==> src/rtl/disp_tgen_pkg.sv <==
package disp_tgen_pkg;

    typedef enum logic [1:0] {
        ST_IDLE = 2'd0,
        ST_LOAD = 2'd1,
        ST_RUN  = 2'd2
    } tg_state_e;

endpackage

==> src/rtl/disp_tgen_ctrl.sv <==
module disp_tgen_ctrl
    import disp_tgen_pkg::*;
(
    input  logic clk_i,
    input  logic rst_ni,
    input  logic en_i,
    output logic load_o,
    output logic step_o,
    output logic gate_o
);

    tg_state_e st_q, st_d;

    // state register
    always_ff @(posedge clk_i or negedge rst_ni) begin
        if (!rst_ni) st_q <= ST_IDLE;
        else         st_q <= st_d;
    end

    // transitions
    always_comb begin
        st_d = st_q;
        unique case (st_q)
            ST_IDLE: if (en_i) st_d = ST_LOAD;
            ST_LOAD: st_d = ST_RUN;
            ST_RUN:  if (!en_i) st_d = ST_IDLE;
            default: st_d = ST_IDLE;
        endcase
    end

    // outputs
    always_comb begin
        load_o = 1'b0;
        step_o = 1'b0;
        unique case (st_q)
            ST_IDLE: ;
            ST_LOAD: load_o = 1'b1;
            ST_RUN:  step_o = en_i;
            default: ;
        endcase
        gate_o = load_o | step_o;
    end

    a_r2_load_then_run: assert property (@(posedge clk_i) disable iff (!rst_ni)
        (st_q == ST_LOAD) |=> (st_q == ST_RUN));

    a_r9_drop_to_idle: assert property (@(posedge clk_i) disable iff (!rst_ni)
        (st_q == ST_RUN && !en_i) |=> (st_q == ST_IDLE));

    a_r1_idle_holds: assert property (@(posedge clk_i) disable iff (!rst_ni)
        (st_q == ST_IDLE && !en_i) |=> (st_q == ST_IDLE));

endmodule

==> src/rtl/disp_tgen_cnt.sv <==
module disp_tgen_cnt #(
    parameter int CW        = 10,
    parameter bit CHAINABLE = 1'b0
) (
    input  logic          clk_i,
    input  logic          rst_ni,
    input  logic          load_i,
    input  logic          step_i,
    input  logic [CW-1:0] per_i,
    input  logic          chain_i,
    input  logic          parent_wrap_i,
    output logic [CW-1:0] cnt_o,
    output logic          ent_o,
    output logic          wrap_o
);

    logic [CW-1:0] cnt_q;
    logic [CW-1:0] per_sh_q;
    logic          chain_sh_q;
    logic          ent_q;
    logic          tick;
    logic          last;

    always_comb begin
        tick   = step_i && (!(CHAINABLE && chain_sh_q) || parent_wrap_i);
        last   = (per_sh_q <= CW'(1)) || (cnt_q == per_sh_q - CW'(1));
        wrap_o = tick && last;
    end

    always_ff @(posedge clk_i or negedge rst_ni) begin
        if (!rst_ni) begin
            cnt_q      <= '0;
            ent_q      <= 1'b0;
            per_sh_q   <= '0;
            chain_sh_q <= 1'b0;
        end else if (load_i) begin
            cnt_q      <= '0;
            ent_q      <= 1'b1;
            per_sh_q   <= per_i;
            chain_sh_q <= chain_i;
        end else if (step_i) begin
            if (tick) cnt_q <= last ? '0 : cnt_q + CW'(1);
            ent_q <= tick;
            if (wrap_o) begin
                per_sh_q   <= per_i;
                chain_sh_q <= chain_i;
            end
        end else begin
            cnt_q <= '0;
            ent_q <= 1'b0;
        end
    end

    assign cnt_o = cnt_q;
    assign ent_o = ent_q;

    a_r3_count_in_range: assert property (@(posedge clk_i) disable iff (!rst_ni)
        step_i |-> ((per_sh_q <= CW'(1)) ? (cnt_q == '0) : (cnt_q < per_sh_q)));

    a_r8_period_held: assert property (@(posedge clk_i) disable iff (!rst_ni)
        (step_i && !wrap_o) |=> $stable(per_sh_q));

    if (CHAINABLE) begin : g_chain_chk
        a_r6_hold_without_parent: assert property (@(posedge clk_i) disable iff (!rst_ni)
            (step_i && !tick) |=> $stable(cnt_q));
    end

endmodule

==> src/rtl/disp_tgen_pin.sv <==
module disp_tgen_pin #(
    parameter int NCNT = 2,
    parameter int CW   = 10,
    parameter int OW   = CW + 1,
    parameter int SW   = 1
) (
    input  logic               clk_i,
    input  logic               rst_ni,
    input  logic               load_i,
    input  logic               step_i,
    input  logic [SW-1:0]      src_i,
    input  logic [OW-1:0]      up_i,
    input  logic [OW-1:0]      dn_i,
    input  logic [NCNT*CW-1:0] cnt_all_i,
    input  logic [NCNT-1:0]    ent_all_i,
    input  logic [NCNT-1:0]    wrap_all_i,
    output logic               pin_o
);

    logic [SW-1:0] src_sh_q;
    logic [OW-1:0] up_sh_q, dn_sh_q;
    logic          h0_q, s_q, n_q;
    logic [CW-1:0] sel_cnt;
    logic          sel_ent, sel_wrap;
    logic          hit_up, hit_dn, same;
    logic          h0_d, h1_d;

    always_comb begin
        sel_cnt  = '0;
        sel_ent  = 1'b0;
        sel_wrap = 1'b0;
        for (int k = 0; k < NCNT; k++) begin
            if (int'(src_sh_q) == k) begin
                sel_cnt  = cnt_all_i[k*CW +: CW];
                sel_ent  = ent_all_i[k];
                sel_wrap = wrap_all_i[k];
            end
        end
    end

    // level for the high half (h0) and the low half (h1) of the next cycle
    always_comb begin
        hit_up = sel_ent && (sel_cnt == up_sh_q[OW-1:1]);
        hit_dn = sel_ent && (sel_cnt == dn_sh_q[OW-1:1]);
        same   = (up_sh_q == dn_sh_q);
        if (same)                       h0_d = 1'b0;
        else if (hit_up && !up_sh_q[0]) h0_d = 1'b1;
        else if (hit_dn && !dn_sh_q[0]) h0_d = 1'b0;
        else                            h0_d = s_q;
        if (same)                       h1_d = 1'b0;
        else if (hit_up && up_sh_q[0])  h1_d = 1'b1;
        else if (hit_dn && dn_sh_q[0])  h1_d = 1'b0;
        else                            h1_d = h0_d;
    end

    always_ff @(posedge clk_i or negedge rst_ni) begin
        if (!rst_ni) begin
            src_sh_q <= '0;
            up_sh_q  <= '0;
            dn_sh_q  <= '0;
            h0_q     <= 1'b0;
            s_q      <= 1'b0;
        end else if (load_i) begin
            src_sh_q <= src_i;
            up_sh_q  <= up_i;
            dn_sh_q  <= dn_i;
            h0_q     <= 1'b0;
            s_q      <= 1'b0;
        end else if (step_i) begin
            h0_q <= h0_d;
            s_q  <= h1_d;
            if (sel_wrap) begin
                src_sh_q <= src_i;
                up_sh_q  <= up_i;
                dn_sh_q  <= dn_i;
            end
        end else begin
            h0_q <= 1'b0;
            s_q  <= 1'b0;
        end
    end

    // low-half path, captured on the falling edge
    always_ff @(negedge clk_i or negedge rst_ni) begin
        if (!rst_ni) n_q <= 1'b0;
        else         n_q <= s_q;
    end

    assign pin_o = clk_i ? h0_q : n_q;

    a_r5_equal_stays_low: assert property (@(posedge clk_i) disable iff (!rst_ni)
        (step_i && (up_sh_q == dn_sh_q)) |=> (!h0_q && !s_q));

    a_r4_rise_only_on_up: assert property (@(posedge clk_i) disable iff (!rst_ni)
        (step_i && !s_q && !(sel_ent && (sel_cnt == up_sh_q[OW-1:1]))) |=> (!h0_q && !s_q));

endmodule

==> src/rtl/disp_tgen.sv <==
module disp_tgen #(
    parameter int NPIN = 7,
    parameter int NCNT = 2,
    parameter int CW   = 10,
    parameter int OW   = CW + 1,
    parameter int SW   = (NCNT > 1) ? $clog2(NCNT) : 1
) (
    input  logic               clk_i,
    input  logic               rst_ni,
    input  logic               en_i,
    input  logic [NCNT*CW-1:0] cnt_period_i,
    input  logic [NCNT-1:0]    cnt_chain_i,
    input  logic [NPIN*SW-1:0] pin_src_i,
    input  logic [NPIN*OW-1:0] pin_up_i,
    input  logic [NPIN*OW-1:0] pin_dn_i,
    output logic               pclk_o,
    output logic [NPIN-1:0]    pin_o
);

    logic               load, step, gate;
    logic               gate_q;
    logic [NCNT*CW-1:0] cnt_all;
    logic [NCNT-1:0]    ent_all;
    logic [NCNT-1:0]    wrap_all;

    disp_tgen_ctrl u_ctrl (
        .clk_i  (clk_i),
        .rst_ni (rst_ni),
        .en_i   (en_i),
        .load_o (load),
        .step_o (step),
        .gate_o (gate)
    );

    for (genvar k = 0; k < NCNT; k++) begin : g_cnt
        logic          pw;
        logic          wr;
        logic [CW-1:0] cv;
        logic          ev;
        if (k == 0) begin : g_base
            assign pw = 1'b0;
        end else begin : g_link
            assign pw = g_cnt[k-1].wr;
        end
        disp_tgen_cnt #(
            .CW        (CW),
            .CHAINABLE ((k > 0) ? 1'b1 : 1'b0)
        ) u_cnt (
            .clk_i         (clk_i),
            .rst_ni        (rst_ni),
            .load_i        (load),
            .step_i        (step),
            .per_i         (cnt_period_i[k*CW +: CW]),
            .chain_i       (cnt_chain_i[k]),
            .parent_wrap_i (pw),
            .cnt_o         (cv),
            .ent_o         (ev),
            .wrap_o        (wr)
        );
        assign cnt_all[k*CW +: CW] = cv;
        assign ent_all[k]          = ev;
        assign wrap_all[k]         = wr;
    end

    for (genvar p = 0; p < NPIN; p++) begin : g_pin
        disp_tgen_pin #(
            .NCNT (NCNT),
            .CW   (CW),
            .OW   (OW),
            .SW   (SW)
        ) u_pin (
            .clk_i      (clk_i),
            .rst_ni     (rst_ni),
            .load_i     (load),
            .step_i     (step),
            .src_i      (pin_src_i[p*SW +: SW]),
            .up_i       (pin_up_i[p*OW +: OW]),
            .dn_i       (pin_dn_i[p*OW +: OW]),
            .cnt_all_i  (cnt_all),
            .ent_all_i  (ent_all),
            .wrap_all_i (wrap_all),
            .pin_o      (pin_o[p])
        );
    end

    // pixel clock enable changes only while the clock is low
    always_ff @(negedge clk_i or negedge rst_ni) begin
        if (!rst_ni) gate_q <= 1'b0;
        else         gate_q <= gate;
    end

    assign pclk_o = clk_i & gate_q;

endmodule

==> config.mk <==
export PLATFORM = sky130hd
export DESIGN_NAME = disp_tgen
export DESIGN_NICKNAME = d
export VERILOG_FILES = /design/src/rtl/disp_tgen_pkg.sv /design/src/rtl/disp_tgen_ctrl.sv /design/src/rtl/disp_tgen_cnt.sv /design/src/rtl/disp_tgen_pin.sv /design/src/rtl/disp_tgen.sv
export SDC_FILE = /design/constraint.sdc
export NUM_CORES = 1
export LEC_CHECK = 0
export BUFFER_PORTS_ARGS = -buffer_cell sky130_fd_sc_hd__buf_2
export CAP_MARGIN = 40
export CORE_MARGIN = 4
export CORE_UTILIZATION = 53
export CTS_CLUSTER_DIAMETER = 120
export CTS_CLUSTER_SIZE = 8
export DETAILED_ROUTE_END_ITERATION = 10
export PLACE_DENSITY = 0.77
export RECOVER_POWER = 25
export SYNTH_ARGS = -nofsm -noshare
export SYNTH_HDL_FRONTEND = slang
export SYNTH_HIERARCHICAL = 1
export SYNTH_SLANG_ARGS = --single-unit
==> constraint.sdc <==
create_clock -name clk_i -period 3.85 [get_ports clk_i]
set_clock_uncertainty 0.05 [all_clocks]
set_input_delay 0.77 -clock clk_i [delete_from_list [all_inputs] [get_ports clk_i]]
set_output_delay 0.77 -clock clk_i [all_outputs]
set_load 0.005 [all_outputs]
==> reports/summary.txt <==
Post-Route Setup TNS: -1.933 ns
RSZ-0062 raised after global routing: yes
Share of cells above drive strength 1: 0.3322
Hold crit path type: primary input to async pin
Slowest cell on crit path: dfrtn_1
Final Setup Violations: 9
Vias: 10.62k
Most used routing layer: met2
Reg clk slew, reported paths: 0.05 ns
Dpl hpwl: 24.92 mm
Synthesized area per cell: 11.35 sq um
Switching Fraction: 0.3598
First-pass GRT wire length: 57.56 mm
CP Launch Type: flop
Fillers: 2033
CP Capture Type: output pin
Routed wire length: 36.48 mm
Max-cap violation count: 1
Area of the multi-input gates: 7766 sq um
Seq. cell area: 5705 sq um
Reg2Reg Depth: 14
Vias in the first global route: 10.75k
DR WL/cell: 19.96 um
Initial core utilization: 0.5372
Synth Warn #: 6
Internal power: 7.734 mW
Num rows: 59
Width of the die: 170.1 um
I/O pin total: 194
Routed Antenna Nets: 0
Layout area overhead: 19.57%
Post-CTS Setup Bufs: 0
Overflow after GRT: 0
RD Place Congestion: 0.8815
Design Power: 12.08 mW
Met3 GRT Util: 0.06341
Final Max Tran Viols: 28
CP Max Fanout: 1
Core Area: 25910 sq um
Die footprint: 28920 sq um
Status: finished with violations
Vias per cell: 5.811
TritonCTS clock tree: yes
Worst EP required: 3.03 ns
Sequential share of power: 0.397
Worst path max stage delay: 0.32 ns
Diodes inserted: 0
Initial antenna violation count: 2
Peak VDD IR: 466.2 uV
Worst Max-Slew Pin Slew: 1.533 ns
Grt met2 use: 0.4066
Switching power total: 4.346 mW
Residual DRC: 0
First-pass DRT Iterations: 5
Setup Crit Path Kind: flop to output pin
Post-Syn Nets: 1418
Fin nets: 1662
Comb power frac: 0.342
PwrDens: 725.9 nW/um^2
Mapped cell area: 13920 sq um
GRT Overall Usage: 0.2525
Initial DRC Count: 856
Leak Pwr: 7.349 nW
Die H: 170.1 um
Max-slew headroom: -0.02208
Clock Power Share: 0.261
Setup ws final: -0.2704 ns
I/O Buffers: 192
Worst-path cell chain: mux2_4 > buf_6
Worst-Skew Late Latency: 0.62 ns
Hold_buf cts: 0
Final Hold Vio Count: 0
Syn Inst Count: 1226
M1 GR Usage: 0.3338
Failing checks: max-capacitance violations, max-slew violations, negative setup slack
Largest net degree at the start of global routing: 56
Crit path DAT: 3.30 ns
==> layout make-up <==
| cell class | instances | area share |
|---|---|---|
| Multi-Input combinational cell | 920 | 0.4667 |
| Sequential cell | 228 | 0.3428 |
| Timing Repair Buffer | 239 | 0.08488 |
| Clock buffer | 68 | 0.06879 |
| Tap cell | 335 | 0.02519 |
| Inverter | 35 | 0.007894 |
| Clock inverter | 3 | 0.003759 |
==> power by group through the flow <==
stage	Clock, mW	Combinational [mW]	Sequential, mW
2_1_floorplan	0.0259	3.63	4.28
3_3_place_gp	0.0299	3.96	4.77
3_5_place_dp	0.0299	4.10	4.82
4_1_cts	3.24	4.14	4.79
5_1_grt	3.35	4.53	4.95
6_report	3.15	4.13	4.80
==> critical path: cells and delay by family (launching register included) <==
kind                   cells  cell delay [ns]
buffers and inverters      1             0.12
muxes                      1             0.29
DFF                        1             0.32
==> metrics by stage <==
stage | area (sq um) | instances | utilization | setup slack (ns) | hold WS [ns]
3_3_place_gp | 15470 | 1765 | 0.5969 | -0.06274 | 0.3739
5_1_grt | 16640 | 1828 | 0.6423 | -0.3137 | 0.04135
3_5_place_dp | 15470 | 1765 | 0.5969 | -0.1958 | 0.3871
4_1_cts | 16630 | 1828 | 0.6417 | -0.2929 | 0.02271
6_report | 16640 | 1828 | 0.6423 | -0.2704 | 0.02092
2_1_floorplan | 13920 | 1226 | - | 0.01902 | 0.3635
==> what timing repair did <==
action	CTS	global route
pin swaps	1	1
endpoints found under the hold margin	0	0
resized for setup	9	6
endpoints found under the setup margin	170	170
==> registers in the layout (all words and copies together) (netlist names) <==
name	count
g_pin.u_pin/dn_sh_q	77
g_pin.u_pin/h0_q	7
g_pin.u_pin/src_sh_q	7
gate_q	1
g_pin.u_pin/s_q	7
g_pin.u_pin/up_sh_q	77
g_cnt.u_cnt/cnt_o	20
g_cnt.u_cnt/ent_o	2
g_cnt.u_cnt/per_sh_q	20
u_ctrl/st_q	2
g_cnt.u_cnt/chain_sh_q	1
g_pin.u_pin/n_q	7
==> final timing paths <==
path	end	slack, ns	startpoint
max	pin_o[3]	-0.27	g_pin[3].u_pin/n_q
min	g_pin[6].u_pin/up_sh_q[4]	0.02	rst_ni
max reg2reg	g_pin[2].u_pin/dn_sh_q[4]	0.22	g_cnt[0].u_cnt/per_sh_q[0]
min reg2reg	u_ctrl/st_q[0]	0.40	u_ctrl/st_q[1]
max in group asynchronous	g_pin[0].u_pin/n_q	1.55	rst_ni
min in group clk_i	g_pin[3].u_pin/dn_sh_q[4]	0.31	pin_dn_i[37]
==> metal layers <==
layer | wire length [um] | share of wire | up-vias
met4 | 1259 | 0.035 | 4
met1 | 14980 | 0.41 | 5160
met2 | 17090 | 0.47 | 432
met3 | 3126 | 0.086 | 102
li1 | - | - | 4925
met5 | 21 | 0.00058 | -
==> layout by cell type (no fill, tap or decap), drive strengths merged, types with 4 or more instances in the layout <==
| cell type | instances |
|---|---|
| o211ai | 17 |
| dfrtn | 8 |
| a21o | 12 |
| buf | 242 |
| nand4 | 22 |
| xor2 | 222 |
| nor2b | 9 |
| nand3 | 53 |
| and3 | 17 |
| and2 | 4 |
| a31oi | 4 |
| o22ai | 14 |
| clkbuf | 65 |
| a21oi | 24 |
| dfrtp | 220 |
| nor2 | 31 |
| o221ai | 6 |
| o2111ai | 15 |
| nand2 | 44 |
| o21ai | 24 |
| mux2i | 72 |
| nor4 | 22 |
| mux2 | 182 |
| nor3b | 6 |
| inv | 35 |
| or4b | 7 |
| nor3 | 18 |
| o41ai | 6 |
| or3 | 10 |
| nand2b | 16 |
| ha | 6 |
| xnor2 | 17 |
| or4 | 5 |
Power figures use the tool's default switching activity.
